[src/rtl/pscope_pkg.sv]
package pscope_pkg;
  typedef enum logic [1:0] {
    CODE_ALWAYS = 2'b00,
    CODE_A      = 2'b01,
    CODE_B      = 2'b10,
    CODE_C      = 2'b11
  } pcode_e;
endpackage

[src/rtl/pscope_ctrl.sv]
module pscope_ctrl #(
  parameter int SLOTS  = 8,
  parameter int SPEC_W = 4
) (
  input  logic                 clk,
  input  logic                 rst_n,
  input  logic                 load,
  input  logic [SPEC_W-1:0]    spec_a_in,
  input  logic [SPEC_W-1:0]    spec_b_in,
  input  logic [SPEC_W-1:0]    spec_c_in,
  input  logic [2*SLOTS-1:0]   sel_in,
  input  logic                 issue,
  output logic                 busy,
  output logic [1:0]           cur_code,
  output logic [SPEC_W-1:0]    spec_a,
  output logic [SPEC_W-1:0]    spec_b,
  output logic [SPEC_W-1:0]    spec_c
);
  localparam int SEL_W = 2 * SLOTS;
  localparam int CNT_W = (SLOTS > 1) ? $clog2(SLOTS) : 1;
  localparam logic [CNT_W-1:0] LAST = CNT_W'(SLOTS - 1);

  logic [SEL_W-1:0] sel_q;
  logic [CNT_W-1:0] slot_q;

  always_ff @(posedge clk) begin
    if (!rst_n) begin
      busy   <= 1'b0;
      slot_q <= '0;
      sel_q  <= '0;
      spec_a <= '0;
      spec_b <= '0;
      spec_c <= '0;
    end else if (load) begin
      busy   <= 1'b1;
      slot_q <= '0;
      sel_q  <= sel_in;
      spec_a <= spec_a_in;
      spec_b <= spec_b_in;
      spec_c <= spec_c_in;
    end else if (issue && busy) begin
      sel_q  <= sel_q >> 2;
      slot_q <= slot_q + 1'b1;
      if (slot_q == LAST) busy <= 1'b0;
    end
  end

  assign cur_code = busy ? sel_q[1:0] : 2'b00;
endmodule

[src/rtl/pscope_pick.sv]
module pscope_pick #(
  parameter int PREG_W = 3
) (
  input  logic [1:0]      code,
  input  logic [PREG_W:0] spec_a,
  input  logic [PREG_W:0] spec_b,
  input  logic [PREG_W:0] spec_c,
  output logic            use_pred,
  output logic [PREG_W-1:0] idx,
  output logic            inv
);
  import pscope_pkg::*;
  logic [PREG_W:0] chosen;

  always_comb begin
    use_pred = 1'b1;
    unique case (pcode_e'(code))
      CODE_A:  chosen = spec_a;
      CODE_B:  chosen = spec_b;
      CODE_C:  chosen = spec_c;
      default: begin
        chosen   = '0;
        use_pred = 1'b0;
      end
    endcase
    idx = chosen[PREG_W-1:0];
    inv = chosen[PREG_W];
  end
endmodule

[src/rtl/pscope_lane.sv]
module pscope_lane #(
  parameter int LANES  = 8,
  parameter int PREG_W = 3
) (
  input  logic              use_pred,
  input  logic [PREG_W-1:0] idx,
  input  logic              inv,
  input  logic [LANES-1:0]  rd_val,
  output logic [LANES-1:0]  mask
);
  logic [LANES-1:0] raw;
  always_comb begin
    raw  = (idx == '0) ? {LANES{1'b1}} : rd_val;
    mask = use_pred ? (raw ^ {LANES{inv}}) : {LANES{1'b1}};
  end
endmodule

[src/rtl/pred_scope_unit.sv]
module pred_scope_unit #(
  parameter int LANES  = 8,
  parameter int PREG_W = 3,
  parameter int SLOTS  = 8
) (
  input  logic                 clk,
  input  logic                 rst_n,
  input  logic                 mod_valid,
  output logic                 mod_ready,
  input  logic [PREG_W:0]      mod_spec_a,
  input  logic [PREG_W:0]      mod_spec_b,
  input  logic [PREG_W:0]      mod_spec_c,
  input  logic [2*SLOTS-1:0]   mod_sel,
  input  logic                 issue,
  output logic [PREG_W-1:0]    pred_rd_idx,
  input  logic [LANES-1:0]     pred_rd_val,
  output logic [LANES-1:0]     lane_en,
  output logic                 exec_en,
  output logic                 scope_busy
);
  localparam int SPEC_W = PREG_W + 1;

  logic [1:0]        code;
  logic [SPEC_W-1:0] sa, sb, sc;
  logic              use_pred, inv;
  logic [PREG_W-1:0] idx;

  assign mod_ready = 1'b1;

  pscope_ctrl #(.SLOTS(SLOTS), .SPEC_W(SPEC_W)) u_ctrl (
    .clk(clk), .rst_n(rst_n), .load(mod_valid && mod_ready),
    .spec_a_in(mod_spec_a), .spec_b_in(mod_spec_b), .spec_c_in(mod_spec_c),
    .sel_in(mod_sel), .issue(issue), .busy(scope_busy), .cur_code(code),
    .spec_a(sa), .spec_b(sb), .spec_c(sc)
  );

  pscope_pick #(.PREG_W(PREG_W)) u_pick (
    .code(code), .spec_a(sa), .spec_b(sb), .spec_c(sc),
    .use_pred(use_pred), .idx(idx), .inv(inv)
  );

  pscope_lane #(.LANES(LANES), .PREG_W(PREG_W)) u_lane (
    .use_pred(use_pred), .idx(idx), .inv(inv),
    .rd_val(pred_rd_val), .mask(lane_en)
  );

  assign pred_rd_idx = idx;
  assign exec_en     = |lane_en;
endmodule

[config.mk]
export PLATFORM = sky130hd
export DESIGN_NAME = pred_scope_unit
export DESIGN_NICKNAME = d
export VERILOG_FILES = /design/src/rtl/pscope_pkg.sv /design/src/rtl/pscope_ctrl.sv /design/src/rtl/pscope_pick.sv /design/src/rtl/pscope_lane.sv /design/src/rtl/pred_scope_unit.sv
export SDC_FILE = /design/constraint.sdc
export NUM_CORES = 1
export LEC_CHECK = 0
export BUFFER_PORTS_ARGS = -buffer_cell sky130_fd_sc_hd__buf_2
export CAP_MARGIN = 20
export CORE_ASPECT_RATIO = 0.8
export CORE_MARGIN = 2
export CORE_UTILIZATION = 30
export DETAILED_ROUTE_END_ITERATION = 7
export GPL_TIMING_DRIVEN = 0
export HOLD_SLACK_MARGIN = 0.15
export PLACE_DENSITY_LB_ADDON = 0.25
export SYNTH_ARGS = -nofsm -noshare
export SYNTH_HDL_FRONTEND = slang
export SYNTH_SLANG_ARGS = --single-unit
[constraint.sdc]
create_clock -name clk -period 2 [get_ports clk]
set_input_delay 0 -clock clk [delete_from_list [all_inputs] [get_ports clk]]
set_output_delay 0 -clock clk [all_outputs]
set_load 0.01 [all_outputs]
# After elaboration in Yosys (flattened, before gate mapping)
# Index checks and enable logic that the tools add are counted.
dict set report word_totals {
  register_bits 32
  inputBits 40
}
dict set report classes {
  add_sub_neg 1
  n_eq_ne 4
  muxes 10
  bitwise 2
  reduce_logical 8
}
# op count
set ops {}
lappend ops {{16-bit two-way mux} 2}
lappend ops {{8-bit two-way mux} 2}
lappend ops {{4-bit case mux with 3 select lines} 1}
lappend ops {{8-bit OR reduction} 1}
lappend ops {{8-bit XOR} 1}
lappend ops {{2-bit == test (second input constant)} 2}
lappend ops {{1-bit two-way mux} 4}
lappend ops {{2-bit nonzero test} 2}
lappend ops {{3-bit by 1-bit adder with 3-bit output (second input constant)} 1}
lappend ops {{3-bit == test (second input constant)} 1}
lappend ops {{3-bit logical NOT} 1}
lappend ops {{3-bit OR reduction} 1}
lappend ops {{2-bit by 1-bit == test with 1-bit output (second input constant)} 1}
lappend ops {{2-bit two-way mux} 1}
lappend ops {{2-bit AND reduction} 1}
lappend ops {{2-bit OR reduction} 1}
lappend ops {{1-bit logical AND} 1}
lappend ops {{1-bit inverter} 1}

# Longest topological paths before layout
# Gate-level depths: netlist of run 1.
dict set report logic_depth {
  word_depth 8
  depth_mapped 7
  depth_no_buf 5
}

# By module
# A second synthesis of run 1 with hierarchy kept.
dict set report unflattened {
  hier_cells 168
  hier_area_um2 1606.5
}
# module n_inst cells_each area_each_um2 seq_area_each_um2
set modules_own_cells {}
lappend modules_own_cells {pscope_ctrl 1 132 1333.8 640.6}
lappend modules_own_cells {pscope_lane 1 21 146.4 0.0}
lappend modules_own_cells {pscope_pick 1 10 98.8 0.0}
lappend modules_own_cells {pred_scope_unit 1 5 27.5 0.0}

# Worst setup path before layout of run 1
# No wires, ideal clock.
dict set report synth_timing {
  path_kind {reg2out}
  from {register u_ctrl.sel_q[1]}
  to {output port exec_en}
  arrival_ps 1604
  required_time_ps 2000
  slack_ps 396
  stages_incl_launch_ff 7
  n_path_buf 1
  cell_sequence {dfxtp_1 > buf_6 > mux2i_1 > o22ai_1 > or4b_4 > o211ai_1 > nand4_1}
}
dict set report synth_via {
  elab_chain_len 8
  elab_cells_between_ends 12
  cone_classes {eq/ne: 3; mux: 5; bitwise: 1; reduce/logical: 3}
}
# element line_no
set synth_rtl {}
lappend synth_rtl {{from (decl)} pscope_ctrl.sv:23} ;# logic [SEL_W-1:0] sel_q;
lappend synth_rtl {{from (signal assigned)} pscope_ctrl.sv:37} ;# sel_q <= sel_in;
lappend synth_rtl {{from (signal assigned)} pscope_ctrl.sv:42} ;# sel_q <= sel_q >> 2;
lappend synth_rtl {{2-bit two-way mux *} pscope_ctrl.sv:48} ;# assign cur_code = busy ? sel_q[1:0] : 2'b00;
lappend synth_rtl {{2-bit == test or 2-bit by 1-bit == test with 1-bit output (tied branches)} pscope_pick.sv:17} ;# unique case (pcode_e'(code))
lappend synth_rtl {{4-bit case mux with 3 select lines *} pscope_pick.sv:17}
lappend synth_rtl {{named net pred_rd_idx[0]} pred_scope_unit.sv:15} ;# output logic [PREG_W-1:0] pred_rd_idx,
lappend synth_rtl {{3-bit logical NOT *} pscope_lane.sv:13} ;# raw = (idx == '0) ? {LANES{1'b1}} : rd_val;
lappend synth_rtl {{8-bit two-way mux *} pscope_lane.sv:13}
lappend synth_rtl {{8-bit XOR *} pscope_lane.sv:14} ;# mask = use_pred ? (raw ^ {LANES{inv}}) : {LANES{1'b1}};
lappend synth_rtl {{8-bit two-way mux *} pscope_lane.sv:14}
lappend synth_rtl {{8-bit OR reduction *} pred_scope_unit.sv:48} ;# assign exec_en = |lane_en;
lappend synth_rtl {{to (decl)} pred_scope_unit.sv:18} ;# output logic exec_en,
# The timed path passes the listed nets; every way through them passes the cells marked *.

# Final worst setup path of run 1
dict set report layout_timing {
  from {register u_ctrl.sel_q[1]}
  to {output port exec_en}
}
dict set report layout_via {
  elab_chain_len 8
  elab_cells_between_ends 12
  cone_classes {eq/ne: 3; mux: 5; bitwise: 1; reduce/logical: 3}
}
# element line_no
set layout_rtl {}
lappend layout_rtl {{2-bit two-way mux *} pscope_ctrl.sv:48}
lappend layout_rtl {{2-bit == test or 2-bit by 1-bit == test with 1-bit output (tied branches)} pscope_pick.sv:17}
lappend layout_rtl {{4-bit case mux with 3 select lines} pscope_pick.sv:17}
lappend layout_rtl {{3-bit logical NOT} pscope_lane.sv:13}
lappend layout_rtl {{8-bit two-way mux} pscope_lane.sv:13}
lappend layout_rtl {{8-bit XOR} pscope_lane.sv:14}
lappend layout_rtl {{8-bit two-way mux *} pscope_lane.sv:14}
lappend layout_rtl {{8-bit OR reduction *} pred_scope_unit.sv:48}
# Every way passes the cells marked *; elsewhere a longest branch is shown, timed or not.

==> impl_metrics.tcl, run 1 <==
set metrics [dict create \
    status "complete, but fails checks" \
    violations "negative setup slack" \
    drtIter0Drc 38 \
    place_ws_ns 0.263 \
    synth_seq_cells 32 \
    grt_max_degree 11 \
    required_ns 2.00 \
    drc_errors 0 \
    initial_core_util_pct 31.3 \
    dp_hpwl_um 2900 \
    clock_skew_ns 0.00370 \
    cts_inserted_buffers 5 \
    irDropWorstVdd_uv 335 \
    clock_path_buffers 2 \
    synth_warnings 0 \
    fin_util_pct 47.6 \
    synth_cell_types 29 \
    die_x_um 88.7 \
    die-area_mm2 0.00636 \
    mostFrequentLayoutCells "buf_2 (53), mux2i_1 (35), dlygate4sd3_1 (31), dfxtp_1 (31), nand2_1 (24)" \
    max_freq_mhz 492 \
    grt-ovfl-total 0 \
    crit-reg2reg-launch "u_ctrl.busy$_SDFFE_PN0P_" \
    p_int_mw 1.13 \
    critical_path_class "reg -> out" \
    worstPathCellList "buf_8 > mux2i_2 > o22ai_4 > or4b_4 > o211ai_1 > nand4_1 > buf_2" \
    powerDensity_mw_per_mm2 574 \
    yosysTopAreaCellShare_pct 37.2 \
    worstSetupStartpoint "u_ctrl.sel_q[1]$_SDFFE_PN0P_" \
    final_nets 330 \
    viasPerCell 4.42 \
    clock_latency_ns 0.28 \
    cp_slowest_cell "or4b_4" \
    cp-end-kind "primary output" \
    setup_ws_ns -0.0319 \
    dr.pass1.iters 4 \
    final_common_cell "buf_2" \
    period_share_pct 102 \
    portBuffers 51 \
    antenna_found_initial 0 \
    hold_viol_final 0 \
    cts.sinks 32 \
    endpoint "exec_en" \
    clockRootBuffer "clkbuf_8" \
    worst_pin_slew_ns 0.613 \
    wl_um 4090 \
    n_antenna_cell 0 \
    switching_share_pct 24.5 \
    fin_hold_ws_ns 0.177 \
    syn-instance-count 198 \
    die_h_um 71.7 \
    synth_area_mm2 0.00172 \
    rsz0062_at_grt "yes" \
    r2r-end "u_ctrl.slot_q[2]$_SDFFE_PP0P_" \
    r2r_setup_slack_ns 0.12 \
    grt_pass1_wl_um 6840 \
    slew_violations 0 \
    max_stage_delay_ns 0.55 \
    yosysTopAreaCell "dfxtp_1" \
    clk_pin_slew_worst_paths_ns 0.06 \
    synth_area_leaders "dfxtp_1 (37%), mux2i_1 (22%), and2_1 (6.2%), nand2_1 (5.5%), nor2b_1 (4.7%)" \
    vias 1617 \
    crit_path_start_kind "flip-flop" \
    synth_nets 240 \
    maxSlewHeadroom_pct 59.1 \
    p_leak_nw 1.12 \
    boundaryPins 54 \
    postRouteAntennaNets 0 \
    pwr-share-clk_pct 35.2 \
    setup_viol 1 \
    cts_tree "done" \
    drive_gt1_share_pct 31.3 \
    coreArea_mm2 0.00550 \
    gp_congestion 0.715 \
    maxCapViolCount 0 \
    ys_seq_area_share_pct 37.2 \
    finalSetupTns_ns -0.0319 \
    seqPwrFrac_pct 46.3 \
    timing.final.crit_period_ns 2.03 \
    worstRegToRegCells 6 \
    rows 24 \
    arrival_ns 2.03 \
    grt_pass1_vias 1591 \
    avgSynthCellArea_um2 8.69 \
    cts-htree-levels 2 \
    crit_fanout 7 \
    gr-usage-all-layers_pct 13.5 \
    worst_hold_path_type "in -> reg" \
    power_frac_comb_pct 18.5 \
    wl_per_cell_um 11.2 \
    syn2layout_area_growth_pct 52.0 \
    hold_start "mod_valid" \
    p_sw_mw 0.367 \
]
worst min-delay path by stage:
stage	end	slack (ns)	cells past startpoint
detailed placement	u_ctrl.spec_b[2]$_SDFFE_PN0P_	0.27	3
floorplan	u_ctrl.slot_q[1]$_SDFFE_PP0P_	0.16	2
CTS	u_ctrl.spec_a[0]$_SDFFE_PN0P_	0.17	3
global route	u_ctrl.spec_a[0]$_SDFFE_PN0P_	0.18	3
global placement	u_ctrl.spec_b[2]$_SDFFE_PN0P_	0.26	3
finish	u_ctrl.spec_b[1]$_SDFFE_PN0P_	0.18	3
Yosys cell counts:
master     count
mux2i_1       38
dfxtp_1       32
nand2_1       25
and2_1        17
o21ai_0       16
nor2b_1       13
nor2_1         9
clkbuf_1       6
nand3_1        6
o211ai_1       4
or2_2          4
a21oi_1        3
buf_1          3
buf_2          3
o22ai_1        3
ha_1           2
nand2b_1       2
buf_4          1
buf_6          1
conb_1         1
nand2_2        1
nand4_1        1
nand4b_1       1
nor3_2         1
o21ai_1        1
o2bb2ai_1      1
o311ai_1       1
or4b_4         1
xor2_1         1
logic make-up (layout without fill, tap and decap cells):
group	after synthesis	in the layout	share of synthesized area, %
simple gates	81	81	24.9
mux	38	38	22.1
flops	32	32	37.2
compound gates	29	29	9.67
buf+inv	14	104	3.93
fa+ha+maj	2	2	1.45
other cells	1	1	0.218
xor+xnor	1	1	0.509
metal layers:
layer | part of all wire [%] | global-route usage [%] | vias up
met2 | 45 | 22.6 | 34
li1 | - | - | 860
met4 | 0.42 | 3.03 | 0
met1 | 50 | 17.0 | 721
met5 | 0 | 0 | -
met3 | 4.8 | 4.26 | 2
stage by stage:
stage                     instances  instance area (um^2)  total power, mW
final                           366                  2620             1.50
after global routing            366                  2620             1.58
after CTS                       365                  2510             1.50
after detailed placement        327                  2070            0.915
after global placement          327                  2070            0.912
after floorplan                 198                  1720            0.834
worst max-delay path, delay by kind of cell, from the launching register on:
family / cells / cell delay [ns]
AND/OR/NAND/NOR: 2 / 0.65
flip-flops: 1 / 0.33
buffers and inverters: 2 / 0.29
multiplexers: 1 / 0.26
AO/OA/AOI/OAI: 2 / 0.22
state kept, by name, summed over array words and instances (netlist names):
| signal | cells |
|---|---|
| u_ctrl.sel_q | 16 |
| u_ctrl.spec_a | 4 |
| u_ctrl.spec_b | 4 |
| u_ctrl.spec_c | 4 |
| u_ctrl.slot_q | 3 |
| u_ctrl.busy | 1 |
area by class of cell:
class | count | area (um^2)
fillers | 548 | 2880
well taps | 78 | 97.6
multi-input cells | 152 | 1120
flip-flops and latches | 32 | 642
plain buffers | 13 | 75.1
clock buffers | 7 | 96.3
repair buffers | 84 | 584
repair_timing:
item / 4_1_cts / 5_1_grt
hold endpoints to repair: 32 / 0
setup endpoints to repair: 1 / 10
hold buffers: 31 / 0
buffers inserted: 0 / 2
pin swaps: 0 / 3
gates resized for setup: 8 / 22
power by group through the flow:
stage / Combinational (mW) / Sequential, mW / Clock [mW]
after floorplan: 0.134 / 0.701 / 0
after global placement: 0.207 / 0.705 / 0
after detailed placement: 0.209 / 0.705 / 0
after CTS: 0.261 / 0.693 / 0.548
after global routing: 0.308 / 0.699 / 0.573
final: 0.277 / 0.695 / 0.528
(Power assumes the default switching activity.)
==> run 2: changes to the inputs <==
Settings changed: CORE_ASPECT_RATIO 0.8 to unset, CORE_UTILIZATION 30 to 40, PLACE_DENSITY set to 0.65, PLACE_DENSITY_LB_ADDON 0.25 to unset.
==> run 2 against run 1 <==
Compared with the run above:
- the run still ends with negative setup slack left
- critical endpoint unchanged
- sequential power about the same
- via count about the same
- power is 2.3% lower
- core utilization up 14 points
- register-to-register slack better by 0.12 ns
==> impl_metrics.tcl, run 2 (synthesis gave the netlist of run 1 again) <==
set metrics [dict create \
    grt_max_degree 11 \
    maxCapViolCount 0 \
    max_freq_mhz 487 \
    slew_violations 0 \
    cts_inserted_buffers 5 \
    clock_skew_ns 0.00663 \
    drive_gt1_share_pct 27.4 \
    drtIter0Drc 31 \
    die_h_um 69.6 \
    crit_family "simple AND/OR/NAND/NOR gates" \
    status "complete, but fails checks" \
    setup_ws_ns -0.0520 \
    vias 1618 \
    clk_pin_slew_worst_paths_ns 0.06 \
    portBuffers 51 \
    period_share_pct 103 \
    violations "negative setup slack" \
    hold_end "u_ctrl.spec_b[2]$_SDFFE_PN0P_" \
    crit_fanout 7 \
    clock_path_buffers 2 \
    cp_num_cells 7 \
    crit-reg2reg-launch "u_ctrl.busy$_SDFFE_PN0P_" \
    boundaryPins 54 \
    syn2layout_area_growth_pct 44.7 \
    cp_slowest_cell "or4b_4" \
    gp_congestion 0.801 \
    rsz0062_at_grt "yes" \
    r2r_setup_slack_ns 0.24 \
    p_leak_nw 1.11 \
    dr.pass1.iters 4 \
    initial_core_util_pct 42.4 \
    fin_hold_ws_ns 0.160 \
    viasPerCell 4.79 \
    grt_pass1_wl_um 6950 \
    die_x_um 69.6 \
    largest_register_ff_count 16 \
    antenna_found_initial 0 \
    fin_util_pct 61.4 \
    max_stage_delay_ns 0.58 \
    cts_setup_buffers 0 \
    place_inst 299 \
    crit_path_start_kind "flip-flop" \
    postRouteAntennaNets 0 \
    hold_viol_final 0 \
    regMostFlops "u_ctrl.sel_q" \
    final_common_cell "buf_2" \
    multi_input_area_mm2 0.00105 \
    crit_buf_inv 2 \
    dp_hpwl_um 2720 \
    grt_pass1_vias 1578 \
    cts.sinks 32 \
    cts-htree-levels 2 \
    holdPathStages 3 \
    mostFrequentLayoutCells "buf_2 (52), mux2i_1 (36), dlygate4sd3_1 (31), dfxtp_1 (31), nand2_1 (25)" \
    finalPower_mw 1.46 \
    worstRegToRegCells 6 \
    grt-ovfl-total 0 \
    worst_hold_path_type "in -> reg" \
    n_antenna_cell 0 \
    r2r-end "u_ctrl.slot_q[2]$_SDFFE_PP0P_" \
    clockRootBuffer "clkbuf_8" \
    worst_pin_slew_ns 0.660 \
    drc_errors 0 \
    rows 23 \
    final_nets 329 \
    required_ns 2.00 \
    clock_latency_ns 0.29 \
    layout.cells.non_filler 338 \
    hold_start "mod_valid" \
    worstPathCellList "buf_6 > mux2i_2 > o22ai_2 > or4b_4 > o211ai_1 > nand4_1 > buf_2" \
    powerDensity_mw_per_mm2 588 \
    wl_um 4050 \
    cp-end-kind "primary output" \
    arrival_ns 2.05 \
    wl_per_cell_um 12.0 \
    die-area_mm2 0.00484 \
    cts_tree "done" \
    gr-usage-all-layers_pct 17.8 \
    timing.final.crit_period_ns 2.05 \
    finalSetupTns_ns -0.0520 \
    n_fill_cell 367 \
    coreArea_mm2 0.00406 \
    ff_latch_area_um2 642 \
    irDropWorstVdd_uv 435 \
    critical_path_class "reg -> out" \
    setup_viol 1 \
    maxSlewHeadroom_pct 56.0 \
]
-- run 2: where the power goes --
part           switching (mW)  leakage [nW]  internal, mW  total [mW]
clock                   0.238        0.0510         0.274       0.512
sequential             0.0204         0.264         0.673       0.693
combinational           0.115         0.795         0.146       0.260
total                   0.373          1.11          1.09        1.46
-- run 2: through the flow --
step,area [um^2],worst slack (ns)
floorplan,1720,0.396
global placement,2040,0.238
detailed placement,2040,0.239
CTS,2450,-0.0392
global route,2490,-0.141
finish,2490,-0.0520
-- run 2: area by class of cell --
cell class	instances	share of cell area, %
Timing Repair Buffer	82	22.7
Clock buffer	6	3.32
Buffer	14	2.91
Clock inverter	2	0.402
Sequential cell	32	25.8
Multi-Input combinational cell	152	42.4
Tap cell	50	2.51
-- run 2: layer usage --
metal | up-vias | part of all wire [%] | track usage, %
met3 | 8 | 4.4 | 3.49
met5 | - | 0 | 0
met4 | 0 | 2.0 | 9.37
li1 | 849 | - | -
met2 | 36 | 49 | 30.1
met1 | 725 | 45 | 21.3
-- run 2: worst register-to-register path: stages (launching register included) --
cell	delay, ns
dfxtp_1	0.33
buf_4	0.18
nand2_4	0.16
clkbuf_4	0.26
nand2_1	0.07
a21oi_1	0.14
dlygate4sd3_1	0.56
-- run 2: how the worst max path moves through the flow --
stage	slack (ns)	startpoint	end
after global routing	-0.14	u_ctrl.sel_q[0]$_SDFFE_PN0P_	exec_en
final	-0.05	u_ctrl.sel_q[1]$_SDFFE_PN0P_	exec_en
after global placement	0.24	u_ctrl.sel_q[1]$_SDFFE_PN0P_	exec_en
after detailed placement	0.24	u_ctrl.sel_q[1]$_SDFFE_PN0P_	exec_en
after floorplan	0.40	u_ctrl.sel_q[1]$_SDFFE_PN0P_	exec_en
after CTS	-0.04	u_ctrl.sel_q[1]$_SDFFE_PN0P_	exec_en
-- run 2: what timing repair did --
action,4_1_cts,5_1_grt
resized for setup,4,7
setup endpoints to repair,9,10
endpoints found under the hold margin,32,0
hold buffers,31,0
==> run 3: changes to the inputs <==
Settings changed: PLACE_DENSITY 0.65 to 0.69, SLEW_MARGIN set to 25.
==> run 3 against run 2 <==
Compared with the run above:
- setup slack worse by 0.021 ns
- critical endpoint unchanged
- die area unchanged
- largest power group unchanged
- final cell count did not move
- combinational power grew 7%
- final area up 2.8%
- the flow still finishes with violations (negative setup slack)
- hold slack better by 0.014 ns
- sequential share of layout area down 0.71 points
- power increased by 1.3%
==> impl_metrics.tcl, run 3 (synthesis gave the netlist of run 1 again) <==
set metrics [dict create \
    status "complete, but fails checks" \
    violations "negative setup slack" \
    dr.pass1.iters 4 \
    worstRegToRegCells 6 \
    n_antenna_cell 0 \
    holdPathStages 3 \
    grt_pass1_wl_um 6980 \
    clock_skew_ns 0.00503 \
    maxCapViolCount 0 \
    arrival_ns 2.07 \
    cts_tree "done" \
    clockRootBuffer "clkbuf_8" \
    final_common_cell "buf_2" \
    initial_core_util_pct 42.4 \
    syn2layout_area_growth_pct 48.8 \
    cts_inserted_buffers 5 \
    slew_violations 0 \
    worst_hold_path_type "in -> reg" \
    power_frac_comb_pct 18.8 \
    worst_pin_slew_ns 0.645 \
    drtIter0Drc 45 \
    grt_max_degree 11 \
    seqPwrFrac_pct 46.8 \
    postRouteAntennaNets 0 \
    setup_viol 1 \
    clk_pin_slew_worst_paths_ns 0.07 \
    antenna_found_initial 0 \
    timing.final.crit_period_ns 2.07 \
    cp_slowest_cell "or4b_4" \
    required_ns 2.00 \
    cp-end-kind "primary output" \
    powerDensity_mw_per_mm2 580 \
    max_stage_delay_ns 0.53 \
    clock_path_buffers 2 \
    p_leak_nw 1.13 \
    portBuffers 51 \
    cts.sinks 32 \
    fin_area_mm2 0.00256 \
    switching_share_pct 25.8 \
    drive_gt1_share_pct 29.2 \
    grt-ovfl-total 0 \
    period_share_pct 104 \
    layout.cells.non_filler 338 \
    irDropWorstVdd_uv 509 \
    p_sw_mw 0.383 \
    rsz0062_at_grt "yes" \
    boundaryPins 54 \
    max_freq_mhz 482 \
    mostFrequentLayoutCells "buf_2 (52), mux2i_1 (35), dlygate4sd3_1 (31), dfxtp_1 (31), nand2_1 (25)" \
    viasPerCell 4.95 \
    drc_errors 0 \
    maxSlewHeadroom_pct 57.0 \
    pwr-share-clk_pct 34.5 \
    wl_um 4200 \
    largest_register_ff_count 16 \
    regMostFlops "u_ctrl.sel_q" \
    die_h_um 69.6 \
    crit_fanout 7 \
    setup_ws_ns -0.0728 \
    p_int_mw 1.10 \
    critical_path_class "reg -> out" \
    crit_path_start_kind "flip-flop" \
    finalPower_mw 1.48 \
    die-area_mm2 0.00484 \
    cts-htree-levels 2 \
    clock_latency_ns 0.28 \
    gp_congestion 0.847 \
    rows 23 \
    dp_hpwl_um 2700 \
    worstPathCellList "buf_8 > mux2i_2 > o22ai_2 > or4b_4 > o211ai_1 > nand4_1 > buf_2" \
    coreArea_mm2 0.00406 \
    wl_per_cell_um 12.4 \
    final_nets 329 \
    place_inst 299 \
    die_x_um 69.6 \
    hold_viol_final 0 \
    grt_pass1_vias 1602 \
    dpl-instance-area_mm2 0.00204 \
    place_ws_ns 0.229 \
    vias 1672 \
    gr-usage-all-layers_pct 17.7 \
]
[run 3: cell counts in the layout (fill, tap and decap cells not counted)]
Identical to the previous run, type by type.
[run 3: worst paths after layout]
check | start | endpoint | slack (ns)
setup / recovery | u_ctrl.sel_q[1]$_SDFFE_PN0P_ | exec_en | -0.07
hold / removal | mod_valid | u_ctrl.spec_a[2]$_SDFFE_PN0P_ | 0.17
setup reg to reg | u_ctrl.busy$_SDFFE_PN0P_ | u_ctrl.slot_q[1]$_SDFFE_PP0P_ | 0.20
hold reg to reg | u_ctrl.slot_q[2]$_SDFFE_PP0P_ | u_ctrl.slot_q[2]$_SDFFE_PP0P_ | 0.47
[run 3: routing by layer]
layer  part of all wire (%)  GRT usage, %  up-vias
li1                       -             -      857
met1                     45          20.8      764
met2                     48          30.8       41
met3                    4.5          3.63       10
met4                    2.0          8.06        0
met5                      0             0        -
[run 3: worst max-delay path: cells and delay by family (launching register included)]
| family | cells | cell delay (ns) |
|---|---|---|
| flip-flops | 1 | 0.33 |
| buffers and inverters | 2 | 0.29 |
| AND/OR/NAND/NOR | 2 | 0.63 |
| AO/OA/AOI/OAI | 2 | 0.27 |
| multiplexers | 1 | 0.26 |
[run 3: power by group through the flow]
stage                     clock, mW  sequential, mW  combinational (mW)
final                         0.511           0.694               0.278
after detailed placement          0           0.705               0.207
after global placement            0           0.704               0.204
after CTS                     0.519           0.692               0.257
after global routing          0.544           0.698               0.306
after floorplan                   0           0.701               0.134
[run 3: what timing repair did]
action | in CTS | in global routing
pin swaps | 0 | 2
setup buffers | 0 | 1
cloned | 0 | 0
endpoints found under the setup margin | 5 | 10
endpoints found under the hold margin | 32 | 0
hold buffers | 31 | 0
gates resized for setup | 6 | 15
[run 3: per-stage QoR]
stage	hold WS [ns]	utilization (%)	TNS, ns
after global placement	0.257	50.2	0
after global routing	0.194	63.1	-0.425
after detailed placement	0.266	50.2	0
after floorplan	0.161	-	0
after CTS	0.166	60.7	-0.0334
final	0.174	63.1	-0.0728
[run 3: cell type report]
type,count,area (um^2)
tap,50,62.6
timing repair buffer,83,586
clock buffer,6,82.6
clock inverter,2,10.0
sequential,32,642
multi-input combinational,152,1100
fill,352,1500
buffer,13,72.6
